==> config.mk <==
export PLATFORM = sky130hd
export DESIGN_NAME = scl_timing_gen
export DESIGN_NICKNAME = d
export VERILOG_FILES = /design/src/rtl/sclt_pkg.sv /design/src/rtl/sclt_param_mux.sv /design/src/rtl/sclt_tick_engine.sv /design/src/rtl/scl_timing_gen.sv
export SDC_FILE = /design/constraint.sdc
export NUM_CORES = 1
export LEC_CHECK = 0
export ABC_CLOCK_PERIOD_IN_PS = 2400
export CAP_MARGIN = 0
export CORE_ASPECT_RATIO = 1.4
export CORE_MARGIN = 2
export CORE_UTILIZATION = 30
export DETAILED_ROUTE_END_ITERATION = 16
export GPL_TIMING_DRIVEN = 0
export PLACE_DENSITY = 0.79
export SLEW_MARGIN = 20
export SYNTH_ARGS = -nofsm -noshare
export SYNTH_HDL_FRONTEND = slang
export SYNTH_SLANG_ARGS = --single-unit
==> constraint.sdc <==
create_clock -name clk -period 2.4 [get_ports clk]
set_clock_uncertainty 0.2 [all_clocks]
set_input_delay 0.36 -clock clk [delete_from_list [all_inputs] [get_ports clk]]
set_output_delay 0.36 -clock clk [all_outputs]
set_load 0.01 [all_outputs]
==> src/rtl/sclt_pkg.sv <==
package sclt_pkg;
    typedef enum logic [2:0] {
        PH_SCL_LOW  = 3'd0,
        PH_SCL_HIGH = 3'd1,
        PH_START_SU = 3'd2,
        PH_START_HD = 3'd3,
        PH_STOP_SU  = 3'd4,
        PH_DATA_SU  = 3'd5,
        PH_DATA_HD  = 3'd6,
        PH_SR_REL   = 3'd7
    } phase_e;

    typedef enum logic [1:0] {
        ST_IDLE  = 2'd0,
        ST_TICKS = 2'd1,
        ST_EXTRA = 2'd2
    } state_e;

    localparam int FLT_LSB = 16;
endpackage

==> src/rtl/sclt_param_mux.sv <==
module sclt_param_mux
    import sclt_pkg::*;
#(
    parameter int WORD_W = 32,
    parameter int CNT_W  = 8,
    parameter int FLT_W  = 3,
    parameter int OVH    = 4,
    parameter int EXT_W  = 4
) (
    input  logic [WORD_W-1:0] w1 [2],
    input  logic [WORD_W-1:0] w2 [2],
    input  logic [WORD_W-1:0] w3 [2],
    input  logic [WORD_W-1:0] hold_word,
    input  logic [WORD_W-1:0] conf_word,
    input  logic              alt_filter,
    input  logic              hs_sel,
    input  logic [2:0]        phase,
    output logic [CNT_W-1:0]  div,
    output logic [CNT_W-1:0]  count,
    output logic [EXT_W-1:0]  extra
);
    logic [CNT_W-1:0] set_div [2];
    logic [CNT_W-1:0] set_cnt [2];
    logic [FLT_W-1:0] flt;

    assign flt = conf_word[FLT_LSB +: FLT_W];

    for (genvar g = 0; g < 2; g++) begin : g_set
        assign set_div[g] = w3[g][16 +: CNT_W];
        always_comb begin
            unique case (phase_e'(phase))
                PH_SCL_LOW:  set_cnt[g] = w2[g][8 +: CNT_W];
                PH_SCL_HIGH: set_cnt[g] = w2[g][0 +: CNT_W];
                PH_START_SU: set_cnt[g] = w1[g][24 +: CNT_W];
                PH_START_HD: set_cnt[g] = w1[g][16 +: CNT_W];
                PH_STOP_SU:  set_cnt[g] = w1[g][8 +: CNT_W];
                PH_DATA_SU:  set_cnt[g] = w2[g][24 +: CNT_W];
                PH_DATA_HD:  set_cnt[g] = hold_word[0 +: CNT_W];
                PH_SR_REL:   set_cnt[g] = w3[g][0 +: CNT_W];
                default:     set_cnt[g] = '0;
            endcase
        end
    end

    assign div   = set_div[hs_sel];
    assign count = set_cnt[hs_sel];

    always_comb begin
        extra = '0;
        if (phase_e'(phase) == PH_SCL_LOW)
            extra = EXT_W'(OVH) + EXT_W'(flt);
        else if (phase_e'(phase) == PH_SCL_HIGH)
            extra = EXT_W'(OVH) + (alt_filter ? '0 : EXT_W'(flt));
    end

    logic unused_fields;
    assign unused_fields = ^{w1[0][7:0], w1[1][7:0], w2[0][23:16], w2[1][23:16],
                             w3[0][31:24], w3[0][15:8], w3[1][31:24], w3[1][15:8],
                             hold_word[WORD_W-1:CNT_W], conf_word[WORD_W-1:FLT_LSB+FLT_W],
                             conf_word[FLT_LSB-1:0]};

    always_comb begin
        a_r4_extra_bound : assert (extra <= EXT_W'(OVH + (1 << FLT_W) - 1));
    end
endmodule

==> src/rtl/sclt_tick_engine.sv <==
module sclt_tick_engine
    import sclt_pkg::*;
#(
    parameter int CNT_W = 8,
    parameter int EXT_W = 4
) (
    input  logic             clk,
    input  logic             rst_n,
    input  logic             start,
    input  logic [CNT_W-1:0] div,
    input  logic [CNT_W-1:0] count,
    input  logic [EXT_W-1:0] extra,
    output logic             busy,
    output logic             tick,
    output logic             done
);
    state_e           state, state_n;
    logic [CNT_W-1:0] pre_cnt, tick_cnt, div_q;
    logic [EXT_W-1:0] ext_cnt;
    logic             last_tick;

    assign last_tick = (pre_cnt == '0) && (tick_cnt == '0);

    always_ff @(posedge clk or negedge rst_n) begin
        if (!rst_n) state <= ST_IDLE;
        else        state <= state_n;
    end

    always_comb begin
        state_n = state;
        unique case (state)
            ST_IDLE:  if (start) state_n = ST_TICKS;
            ST_TICKS: if (last_tick) state_n = (ext_cnt == '0) ? ST_IDLE : ST_EXTRA;
            ST_EXTRA: if (ext_cnt == EXT_W'(1)) state_n = ST_IDLE;
            default:  state_n = ST_IDLE;
        endcase
    end

    always_ff @(posedge clk or negedge rst_n) begin
        if (!rst_n) begin
            pre_cnt  <= '0;
            tick_cnt <= '0;
            div_q    <= '0;
            ext_cnt  <= '0;
        end else begin
            unique case (state)
                ST_IDLE: if (start) begin
                    pre_cnt  <= div;
                    div_q    <= div;
                    tick_cnt <= count;
                    ext_cnt  <= extra;
                end
                ST_TICKS: begin
                    if (pre_cnt == '0) begin
                        pre_cnt <= div_q;
                        if (tick_cnt != '0) tick_cnt <= tick_cnt - 1'b1;
                    end else begin
                        pre_cnt <= pre_cnt - 1'b1;
                    end
                end
                ST_EXTRA: ext_cnt <= ext_cnt - 1'b1;
                default: ;
            endcase
        end
    end

    always_ff @(posedge clk or negedge rst_n) begin
        if (!rst_n) begin
            tick <= 1'b0;
            done <= 1'b0;
        end else begin
            tick <= (state == ST_TICKS) && (pre_cnt == '0);
            done <= ((state == ST_TICKS) && last_tick && (ext_cnt == '0)) ||
                    ((state == ST_EXTRA) && (ext_cnt == EXT_W'(1)));
        end
    end

    assign busy = (state != ST_IDLE);

    a_r2_start_accepted : assert property (@(posedge clk) disable iff (!rst_n)
        (!busy && start) |=> busy);
    a_r9_done_single : assert property (@(posedge clk) disable iff (!rst_n)
        done |=> !done);
    a_r9_done_with_busy_fall : assert property (@(posedge clk) disable iff (!rst_n)
        done |-> (!busy && $past(busy)));
    a_r8_tick_inside_interval : assert property (@(posedge clk) disable iff (!rst_n)
        tick |-> $past(busy));
    a_r2_div_held : assert property (@(posedge clk) disable iff (!rst_n)
        (busy && $past(busy)) |-> $stable(div_q));
endmodule

==> src/rtl/scl_timing_gen.sv <==
module scl_timing_gen #(
    parameter int WORD_W = 32,
    parameter int CNT_W  = 8,
    parameter int FLT_W  = 3,
    parameter int OVH    = 4
) (
    input  logic              clk,
    input  logic              rst_n,
    input  logic [WORD_W-1:0] fs_word1,
    input  logic [WORD_W-1:0] fs_word2,
    input  logic [WORD_W-1:0] fs_word3,
    input  logic [WORD_W-1:0] hs_word1,
    input  logic [WORD_W-1:0] hs_word2,
    input  logic [WORD_W-1:0] hs_word3,
    input  logic [WORD_W-1:0] hold_word,
    input  logic [WORD_W-1:0] conf_word,
    input  logic              alt_filter,
    input  logic              hs_sel,
    input  logic              start,
    input  logic [2:0]        phase,
    output logic              busy,
    output logic              tick,
    output logic              done
);
    localparam int EXT_W = $clog2(OVH + (1 << FLT_W));

    logic [WORD_W-1:0] w1 [2];
    logic [WORD_W-1:0] w2 [2];
    logic [WORD_W-1:0] w3 [2];
    logic [CNT_W-1:0]  div, count;
    logic [EXT_W-1:0]  extra;

    assign w1[0] = fs_word1;
    assign w1[1] = hs_word1;
    assign w2[0] = fs_word2;
    assign w2[1] = hs_word2;
    assign w3[0] = fs_word3;
    assign w3[1] = hs_word3;

    sclt_param_mux #(
        .WORD_W(WORD_W), .CNT_W(CNT_W), .FLT_W(FLT_W), .OVH(OVH), .EXT_W(EXT_W)
    ) u_mux (
        .w1(w1), .w2(w2), .w3(w3), .hold_word(hold_word), .conf_word(conf_word),
        .alt_filter(alt_filter), .hs_sel(hs_sel), .phase(phase),
        .div(div), .count(count), .extra(extra)
    );

    sclt_tick_engine #(.CNT_W(CNT_W), .EXT_W(EXT_W)) u_eng (
        .clk(clk), .rst_n(rst_n), .start(start), .div(div), .count(count),
        .extra(extra), .busy(busy), .tick(tick), .done(done)
    );
endmodule

==> results.yml <==
detailed_routing:
  drtPass1Iterations: 5
  drc_errors: 0
  ant_nets: 0
  wl_per_cell_um: 19.36
  viasPerCell: 5.729
  vias: 3890
  initialDrtViolationCount: 289
  routed_wl_um: 13150
worst_setup_path:
  worst-r2r-cell-count: 5
  worstReg2RegEnd: "u_eng.tick_cnt[2]$_DFFE_PN0P_"
  crit_path_max_fanout: 4
  cpMaxStageDelayCell: "or4_4"
  crit_required_ps: 2370
  worstReg2RegStart: "u_eng.tick_cnt[6]$_DFFE_PN0P_"
  path_cells: "or4_4, or4b_4, a31oi_4, nor2_2, o221a_1"
  r2r_setup_slack_ps: 30
  start_kind: "flop"
  arrival_ps: 2340
  critical_path.endpoint_type: "flop"
  max_stage_delay_ps: 560
  crit_type: "flop to flop"
synth:
  avgSynthCellArea_sq_um: 8.217
  syn-cell-area_sq_um: 3131
  synth-seq-area-share_pct: 25.58
  yosys-top-cells-count: "35 x a21oi_1, 32 x dfrtp_1, 28 x nor2_1, 28 x o21ai_0, 24 x nand2_1"
  ys_types: 63
  synth_top_area_share_pct: 25.58
  synth_top_area_cell: "dfrtp_1"
  netlist_instances: 381
  netlist_top_cells_area: "dfrtp_1 26%, mux2i_1 5.8%, a21oi_1 5.6%"
  synth_seq_cells: 32
  synthFlopType: "dfrtp_1"
  synth_enable_flop_cells: 0
  synth_most_common_cell: "a21oi_1"
  synth_nets: 652
  yosysWarnings: 0
  async_flop_share_pct: 100.0
place:
  dp_hpwl_um: 10430
  dp_slack_ps: -908.9
  place_inst: 667
  gp_congestion: 0.9243
  portBuffers: 148
cells_and_area:
  fillers: 980
  regArea_sq_um: 800.8
  nNetsFinal: 811
  antennaDiodeCount: 0
  multi_input_area_sq_um: 2233
  final_cells: 679
  area_growth_pct: 63.35
  layout-drive-gt1-share_pct: 12.57
sta:
  period_needed_ps: 2369
  finalHoldViolations: 0
  max_freq_mhz: 422.1
  worst_pin_slew_ps: 745.6
  fin_ws_ps: 30.98
  slew_viol_final: 0
  post-route-period-util_pct: 98.71
  rsz0062_at_grt: "true"
  setup_tns_ps: 0
  timing.slew.headroom_pct: 50.29
  setup_viol: 0
clocking:
  clock_latency_ps: 280
  cts_sinks: 32
  cts_tree: "built"
  cts-root-buf: "clkbuf_16"
  htreeDepth: 2
  numCtsBuffers: 5
  cts.path.max_buffers: 2
  clkTransAtPathRegs_ps: 60
min_path:
  hold_class: "flop to flop"
  hold_depth: 1
  hold_end: "u_eng.div_q[0]$_DFFE_PN0P_"
  min_from: "u_eng.div_q[0]$_DFFE_PN0P_"
grt:
  antenna_found_initial: 0
  grtUsageTotal_pct: 22.74
  first_global_vias: 4012
  grt_pass1_wl_um: 20550
  grt_max_degree: 33
  overflow: 0
floorplan:
  coreArea_sq_um: 10290
  io_pins: 267
  rows: 44
  initial_core_util_pct: 30.41
  die_h_um: 124.9
  dieArea_sq_um: 11280
  die_w_um: 90.34
outcome:
  run_status: "finished clean"
pwr:
  irDropWorstVdd_mv: 0.2732
  powerDensity_nw_per_um2: 369.5
  p_leak_nw: 2.001
flow_run:
  cap_violations: 0
## power by group
group	switching, mW	internal, mW	total (mW)
sequential	0.00971	0.554	0.563
clock	0.251	0.547	0.797
combinational	0.207	0.322	0.529
total	0.467	1.42	1.89
## logic make-up after synthesis
| kind of cell | after synthesis | share of synthesized area, % |
|---|---|---|
| compound gates | 133 | 28.50 |
| xor+xnor | 3 | 0.8395 |
| fa+ha+maj | 7 | 2.798 |
| buf+inv | 44 | 5.396 |
| flops | 32 | 25.58 |
| mux | 37 | 14.75 |
| simple gates | 125 | 22.14 |
## registers in the layout (all words and copies together) (netlist names)
signal / cells
u_eng.div_q: 8
u_eng.tick_cnt: 8
u_eng.pre_cnt: 8
u_eng.state: 2
u_eng.ext_cnt: 4
u_eng.done: 1
u_eng.tick: 1
## how the worst max path moves through the flow
| stage | slack, ps | start | end | cells after the start |
|---|---|---|---|---|
| final | 30 | u_eng.tick_cnt[6]$_DFFE_PN0P_ | u_eng.tick_cnt[2]$_DFFE_PN0P_ | 5 |
| after global routing | -30 | u_eng.pre_cnt[0]$_DFFE_PN0P_ | u_eng.tick_cnt[3]$_DFFE_PN0P_ | 9 |
| after CTS | -40 | phase[0] | u_eng.tick_cnt[1]$_DFFE_PN0P_ | 8 |
| after detailed placement | -910 | phase[0] | u_eng.tick_cnt[4]$_DFFE_PN0P_ | 7 |
| after global placement | -910 | phase[0] | u_eng.tick_cnt[4]$_DFFE_PN0P_ | 7 |
| after floorplan | 120 | u_eng.tick_cnt[6]$_DFFE_PN0P_ | u_eng.tick_cnt[2]$_DFFE_PN0P_ | 5 |
## cells in the final DEF (no fill, tap or decap), types with 7 or more instances in the layout
| master | n |
|---|---|
| clkdlybuf4s50_1 | 144 |
| a21oi_1 | 35 |
| dfrtp_1 | 32 |
| nor2_1 | 28 |
| o21ai_0 | 27 |
| nand2_1 | 23 |
| mux2i_1 | 18 |
| inv_1 | 16 |
| mux2_2 | 13 |
| nor3_1 | 10 |
| o211ai_1 | 9 |
| clkbuf_2 | 8 |
| clkbuf_1 | 8 |
| nand2b_1 | 8 |
| nand3_1 | 8 |
| a221oi_1 | 8 |
| o22ai_1 | 8 |
| a31oi_1 | 7 |
| ha_1 | 7 |
## timing repair
item                                   CTS  global route
setup endpoints to repair               23            13
cloned                                   0             0
gates resized for setup                 25            27
hold buffers                             1             0
pin swaps                                1             2
setup buffers                            2             1
endpoints found under the hold margin   32             0
## routing by layer
metal / routed length, um / part of all wire, % / up-vias / track usage, %
met2: 6853 / 52 / 233 / 42.02
met3: 1053 / 8.0 / 28 / 3.872
met4: 420 / 3.2 / 0 / 8.597
met1: 4820 / 37 / 1849 / 25.82
li1: - / - / 1780 / -
met5: 0 / 0 / - / 0
## metrics by stage
stage | utilization, % | cell area (sq um) | hold slack, ps | power [mW]
finish | 49.67 | 5114 | 297.1 | 1.889
global route | 49.67 | 5114 | 319.3 | 1.938
CTS | 49.06 | 5051 | 304.6 | 1.885
detailed placement | 46.43 | 4780 | 264.5 | 1.088
global placement | 46.48 | 4785 | 269.9 | 1.084
floorplan | - | 3131 | -135.6 | 0.7602
## critical path, delay by kind of cell, from the launching register on
kind / cells / cell delay [ps]
simple gates: 3 / 1180
flops: 1 / 410
compound gates: 2 / 470
## area by class of cell
cell class	count	area share [%]
clock inverter	1	0.5872
buffer	28	2.887
tap	138	3.377
multi-input combinational	305	43.68
timing repair buffer	152	29.65
sequential	32	15.66
inverter	16	1.174
clock buffer	7	2.985
(Power assumes the default switching activity.)
